**src/rtl/lsc_fifo.sv**
```systemverilog
module lsc_fifo #(
  parameter int W     = 70,
  parameter int DEPTH = 4
) (
  input  logic         clk,
  input  logic         rst_n,
  input  logic         clr,
  input  logic         push,
  input  logic [W-1:0] din,
  input  logic         pop,
  output logic [W-1:0] dout,
  output logic         empty
);
  localparam int PW = (DEPTH > 1) ? $clog2(DEPTH) : 1;
  localparam int CW = $clog2(DEPTH + 1);

  logic [W-1:0]  mem [DEPTH];
  logic [PW-1:0] wp, rp;
  logic [CW-1:0] cnt;
  logic          do_push, do_pop;

  assign empty   = (cnt == '0);
  assign do_push = push && (cnt != CW'(DEPTH));
  assign do_pop  = pop && !empty;
  assign dout    = mem[rp];

  function automatic logic [PW-1:0] nxt(input logic [PW-1:0] p);
    return (p == PW'(DEPTH - 1)) ? '0 : p + 1'b1;
  endfunction

  always_ff @(posedge clk or negedge rst_n) begin
    if (!rst_n) begin
      wp <= '0; rp <= '0; cnt <= '0;
    end else if (clr) begin
      wp <= '0; rp <= '0; cnt <= '0;
    end else begin
      if (do_push) wp <= nxt(wp);
      if (do_pop)  rp <= nxt(rp);
      cnt <= cnt + CW'(do_push) - CW'(do_pop);
    end
  end

  always_ff @(posedge clk) begin
    if (do_push) mem[wp] <= din;
  end


  fifo_bound_chk: assert property (@(posedge clk) disable iff (!rst_n)
    cnt <= CW'(DEPTH));

  fifo_pop_nonempty_chk: assert property (@(posedge clk) disable iff (!rst_n)
    (do_pop && !clr && !do_push) |=> (cnt == $past(cnt) - 1'b1));
endmodule

```
**config.mk**
```make
export PLATFORM = sky130hd
export DESIGN_NAME = lsc_fifo
export DESIGN_NICKNAME = d
export VERILOG_FILES = /design/src/rtl/lsc_fifo.sv
export SDC_FILE = /design/constraint.sdc
export NUM_CORES = 1
export LEC_CHECK = 0
export ABC_AREA = 1
export CAP_MARGIN = 10
export CORE_MARGIN = 4
export CORE_UTILIZATION = 45
export CTS_CLUSTER_SIZE = 40
export DETAILED_ROUTE_END_ITERATION = 12
export DONT_BUFFER_PORTS = 1
export HOLD_SLACK_MARGIN = 0.12
export SYNTH_ARGS = -nofsm -noshare
export SYNTH_HDL_FRONTEND = slang
export SYNTH_SLANG_ARGS = --single-unit
export TNS_END_PERCENT = 1
```
**constraint.sdc**
```tcl
create_clock -name clk -period 7.3 [get_ports clk]
set_input_delay 0.73 -clock clk [delete_from_list [all_inputs] [get_ports clk]]
set_output_delay 0.73 -clock clk [all_outputs]
set_load 0.005 [all_outputs]
```
==> run_results.csv, run 1 <==
group,metric,value,unit
status,status,"completed",
critical_path,worstPathRequired,6.57,ns
global_route,top_usage_layer,"met2",
logic_synthesis,syn-cell-area,11470,sq um
detailed_routing,drc_errors,0,
detailed_routing,postRouteAntennaNets,0,
critical_path,crit_path_max_incr_delay,0.97,ns
sta,finalHoldViolCount,0,
detailed_routing,routed_via_density,5.006,
critical_path,critPathLaunchType,"register",
sta,fin_worst_skew,0.01018,ns
floorplanning,die_h,167.6,um
power_and_ir_drop,power_density,339.5,nW/um^2
sta,maxSlewHeadroom,25.48,%
sta,max_freq,269.6,MHz
logic_synthesis,syn_avg_cell_area,13.06,sq um
logic_synthesis,synth_ff_type,"edfxtp_1",
detailed_routing,first_iter_violations,423,
global_route,overflow,0,
critical_path,cp_max_fo,128,
detailed_routing,wl_per_cell,17.36,um
critical_path,slowest_stage,"buf_4",
power_and_ir_drop,finalPower,4.282,mW
sta,worstMarginPinSlew,1.118,ns
finish,layout-drive-gt1-share,6.257,%
floorplanning,core,25110,sq um
logic_synthesis,synth_edf_count,280,
power_and_ir_drop,netSwitchingPower,1.232,mW
global_route,global_route.usage.met2,24.50,%
global_route,grtUsageMet1,18.27,%
critical_path,crit_chain,"buf_4 -> a21oi_1 -> o21ai_0 -> nand2_1",
finish,antennaDiodeCount,0,
power_and_ir_drop,p_int,3.050,mW
finish,area_delta_synth_final,9.972,%
power_and_ir_drop,switching_share,28.77,%
place,dp.final_hpwl,12350,um
logic_synthesis,yosys_warnings,0,
finish,final_common_cell,"edfxtp_1",
cts,cts-root-buf,"clkbuf_16",
sta,rsz0062_at_grt,"no",
cts,cts_setup_buffers,0,
logic_synthesis,synthCells,878,
worst_hold_path,hold_path_class,"in2reg",
place,io_buffers,0,
global_route,grt_pass1_wl,33650,um
critical_path,crit_family,"buffers and inverters",
sta,fin_crit_sh,50.81,%
floorplanning,dieWidth,167.6,um
cts,clk_pin_slew,0.06,ns
logic_synthesis,syn_nets,961,
finish,fin_util,50.22,%
detailed_routing,dr.pass1.iters,4,
global_route,grt_pass1_vias,5939,
floorplanning,initial_core_util,45.67,%
cts,clock_sink_count,287,
power_and_ir_drop,vdd_drop_max,0.1765,mV
logic_synthesis,ys_ff_latch,287,
cts,numCtsBuffers,30,
sta,fin_crit,3.709,ns
power_and_ir_drop,pwr-share-comb,17.0,%
power_and_ir_drop,seqPwrFrac,49.6,%
finish,nNetsFinal,954,
floorplanning,ioPinCount,146,
sta,finalMaxSlewViolations,0,
detailed_routing,routed_wl,21270,um
global_route,grt_usage,15.05,%
floorplanning,fp-row-count,58,
global_route,globalRouteMet3Util,6.846,%
critical_path,cp.arrival,2.98,ns
sta,setup_violations,0,
logic_synthesis,async_flop_share,2.439,%
power_and_ir_drop,cellLeakagePower,4.584,nW
global_route,antenna_found_initial,0,
critical_path,worstSetupPathType,"reg2out",
cts,cts_tree,"done",
detailed_routing,vias,6132,
global_route,grt_max_degree,129,
finish,layout_common_cells,"edfxtp_1 (280), inv_1 (153), nand2_1 (153), a21oi_1 (70), o211ai_1 (70)",
floorplanning,die-area,28100,sq um
logic_synthesis,yosysSeqAreaShare,74.85,%
cts,clk_latency,0.54,ns
cts,cts.path.max_buffers,3,
logic_synthesis,yosysUniqueCellTypes,19,
critical_path,critical_path_buf_inv_count,1,
flow_run,drv_cap,0,
cts,cts_htree_levels,1,
critical_path,critPathCaptureType,"output pin",
power_and_ir_drop,clkPwrFrac,33.5,%
finish,fill_cells,2180,
place,gp_congestion,0.7059,
sta,fin_setup_tns,0,ns
-- routing by layer --
metal / vias to the layer above / wire length, um
li1: 3033 / -
met1: 2927 / 8554
met2: 136 / 10140
met3: 36 / 2110
met4: 0 / 460
met5: - / 0
-- cells by family after synthesis --
kind of cell | after synthesis | synth area share, %
buf+inv | 201 | 7.758
flops | 287 | 74.85
fa+ha+maj | 8 | 0.9383
compound gates | 210 | 10.69
simple gates | 172 | 5.761
-- layout make-up --
class                      instances  area, sq um  area share, %
clock buffer                      37        798.3          6.330
clock inverter                    19        143.9          1.141
inverter                         154        578.1          4.584
multi-input combinational        390         2024          16.05
sequential                       287         8591          68.12
tap                              330        412.9          3.274
timing repair buffer               8        62.56         0.4961
-- stage by stage --
| step | instances | cell area, sq um | setup slack (ns) | hold slack [ns] |
|---|---|---|---|---|
| floorplan | 878 | 11470 | 2.999 | 0.4344 |
| global placement | 1168 | 11660 | 4.175 | 0.4350 |
| detailed placement | 1168 | 11660 | 4.136 | 0.4350 |
| CTS | 1225 | 12610 | 3.535 | 0.2243 |
| global route | 1225 | 12610 | 3.261 | 0.2235 |
| finish | 1225 | 12610 | 3.591 | 0.2456 |
-- synth_stat cells (6+ instances only) --
master    instances  area [sq um]
edfxtp_1        280          8408
inv_1           153         574.3
nand2_1         153         574.3
a21oi_1          70         350.3
o211ai_1         70         525.5
o21ai_0          63         315.3
buf_2            23         115.1
buf_6            13         146.4
nor2_1           11         41.29
dfrtp_1           7         175.2
ha_1              7         87.58
o21ai_1           7         35.03
clkbuf_1          6         22.52
-- repair_timing --
item / CTS / global route
hold buffers: 1 / 0
gates resized for setup: 0 / 0
endpoints found under the hold margin: 7 / 0
-- flip-flops by register name, summed over array words and instances (netlist names) --
register and flops:
rp 2, wp 2, mem 280, cnt 3
-- worst paths after layout --
kind	start	to	slack [ns]	cells past startpoint
setup / recovery	rp[0]	dout[67]	3.59	4
hold / removal	clr	cnt[1]	0.25	1
setup reg to reg	cnt[1]	mem[1][11]	4.45	5
hold reg to reg	wp[1]	wp[1]	0.57	2
max in group asynchronous	rst_n	rp[0]	6.48	1
min in group asynchronous	rst_n	wp[1]	0.53	1
-- power by group through the flow --
| stage | registers [mW] | logic [mW] | clock network, mW |
|---|---|---|---|
| after floorplan | 2.09 | 0.659 | 0 |
| after global placement | 2.15 | 0.746 | 0 |
| after detailed placement | 2.16 | 0.757 | 0 |
| after CTS | 2.13 | 0.761 | 1.47 |
| after global routing | 2.15 | 0.855 | 1.55 |
| final | 2.12 | 0.728 | 1.43 |
-- worst register-to-register path, stage by stage (launching register included) --
cell     delay [ns]
dfrtp_1        0.41
nor2_1         0.08
nand2_1        0.10
nand2_1        0.29
nor2_4         0.92
buf_4          0.65
(Power assumes the default switching activity.)
==> run 2: changes to the inputs <==
==> constraint.sdc (replaced) <==
create_clock -name clk -period 3.4 [get_ports clk]
set_input_delay 0.34 -clock clk [delete_from_list [all_inputs] [get_ports clk]]
set_output_delay 0.34 -clock clk [all_outputs]
set_load 0.005 [all_outputs]
==> run 2 against run 1 <==
Compared with the run above: via count grew 5.4%; sequential power rose by 110%; die area unchanged; global-route usage shrank 0.39 points; largest cell class unchanged; setup slack worse by 2.7 ns; power is 120% higher; largest power group unchanged.
==> run_results.csv, run 2 (synthesis results as in run 1) <==
group,metric,value,unit
cts,cts_htree_levels,1,
detailed_routing,highest_layer,"met5",
sta,worstMarginPinSlew,0.7493,ns
critical_path,r2r_setup_slack,1.15,ns
floorplanning,ioPinCount,146,
critical_path,cp_max_fo,65,
floorplanning,core,25110,sq um
detailed_routing,wl_met1,9166,um
cts,cts_hold_buf,74,
finish,layout_common_cells,"edfxtp_1 (280), inv_1 (153), nand2_1 (153), dlygate4sd3_1 (74)",
detailed_routing,drc_errors,0,
critical_path,reg2reg_from,"cnt[1]",
detailed_routing,dr.pass1.iters,4,
detailed_routing,met3_length,1383,um
detailed_routing,wl_per_cell,16.22,um
place,gp_congestion,0.7291,
finish,final_common_cell,"edfxtp_1",
worst_hold_path,hold_path_class,"in2async",
sta,fin_worst_skew,0.006706,ns
sta,max_freq,396.1,MHz
finish,largest_reg_flops,280,
cts,cts.path.max_buffers,3,
detailed_routing,first_iter_violations,377,
global_route,antenna_found_initial,3,
sta,finalHoldViolCount,0,
place,placed_area,11780,sq um
power_and_ir_drop,cellLeakagePower,4.911,nW
cts,clock_sink_count,287,
floorplanning,initial_core_util,45.67,%
finish,top_regs,"mem (280), cnt (3)",
global_route,grt_pass1_wl,33440,um
finish,antennaDiodeCount,0,
place,io_buffers,0,
cts,post_cts_resized,0,
critical_path,slowest_stage,"dfrtp_4",
critical_path,crit_chain,"buf_4 -> a21oi_1 -> o21ai_0 -> nand2_1",
detailed_routing,routed_via_density,4.988,
cts,clk_pin_slew,0.06,ns
power_and_ir_drop,power_density,694.2,nW/um^2
critical_path,reg2reg_to,"cnt[2]",
critical_path,worstSetupPathType,"reg2out",
finish,fin_area,13430,sq um
sta,maxSlewHeadroom,49.93,%
global_route,grt_max_degree,92,
detailed_routing,vias,6464,
critical_path,worstPathRequired,3.06,ns
power_and_ir_drop,finalPower,9.321,mW
critical_path,cp.arrival,2.18,ns
detailed_routing,routed_wl,21030,um
sta,setup_violations,0,
status,status,"completed",
flow_run,drv_cap,0,
detailed_routing,postRouteAntennaNets,0,
cts,clk_latency,0.52,ns
global_route,grt_usage,14.66,%
finish,area_delta_synth_final,17.09,%
detailed_routing,route.met2.wl,9999,um
floorplanning,die_h,167.6,um
sta,fin_crit,2.524,ns
sta,finalMaxSlewViolations,0,
global_route,overflow,0,
critical_path,crit_path_max_incr_delay,0.83,ns
critical_path,critPathCaptureType,"output pin",
floorplanning,dieWidth,167.6,um
cts,cts_setup_buffers,0,
cts,cts_tree,"done",
floorplanning,die-area,28100,sq um
global_route,grt_pass1_vias,6261,
finish,nNetsFinal,1030,
sta,fin_crit_sh,74.25,%
finish,regMostFlops,"mem",
cts,numCtsBuffers,29,
critical_path,critPathLaunchType,"register",
critical_path,reg2reg_depth,11,
sta,rsz0062_at_grt,"no",
cts,cts-root-buf,"clkbuf_16",
floorplanning,fp-row-count,58,
power_and_ir_drop,vdd_drop_max,0.6761,mV
sta,hold_slack,0.1625,ns
finish,layout-drive-gt1-share,5.176,%
place,dp.final_hpwl,12000,um
## run 2: per-layer routing
| metal | GRT usage, % | vias to the layer above |
|---|---|---|
| met5 | 0 | - |
| met4 | 3.458 | 6 |
| met3 | 4.462 | 41 |
| met2 | 24.28 | 127 |
| met1 | 19.19 | 3107 |
| li1 | - | 3183 |
## run 2: report_power, final
group / switching [mW] / leakage [nW] / internal, mW
Sequential: 0.195 / 2.65 / 4.31
Combinational: 1.24 / 1.82 / 0.526
Clock: 1.19 / 0.436 / 1.86
Total: 2.62 / 4.91 / 6.70
## run 2: final cells by class
cell class,instances,area (sq um)
sequential,287,8591
inverter,154,578.1
clock inverter,9,138.9
fill,2117,11680
multi-input combinational,390,2024
timing repair buffer,85,910.9
clock buffer,41,770.7
tap,330,412.9
## run 2: through the flow
| stage | setup TNS (ns) | setup slack, ns | util [%] | cells |
|---|---|---|---|---|
| finish | 0 | 0.8757 | 53.47 | 1296 |
| detailed placement | 0 | 1.136 | 46.90 | 1172 |
| global route | 0 | 0.6294 | 53.47 | 1296 |
| floorplan | -202.19 | -0.7221 | - | 878 |
| CTS | 0 | 0.7838 | 53.47 | 1296 |
| global placement | 0 | 1.161 | 46.90 | 1172 |
## run 2: how the worst max path moves through the flow
stage	start	to	slack [ns]
global route	rp[0]	dout[9]	0.63
global placement	cnt[1]	cnt[2]	1.16
CTS	rp[0]	dout[51]	0.78
finish	rp[0]	dout[9]	0.88
floorplan	cnt[1]	mem[0][0]	-0.72
detailed placement	cnt[1]	cnt[2]	1.14
## run 2: worst max-delay path, delay by kind of cell (launching register included)
family,cells,cell delay (ns)
AO/OA/AOI/OAI,2,0.25
buffers and inverters,1,0.48
flip-flops,1,0.83
AND/OR/NAND/NOR,1,0.10
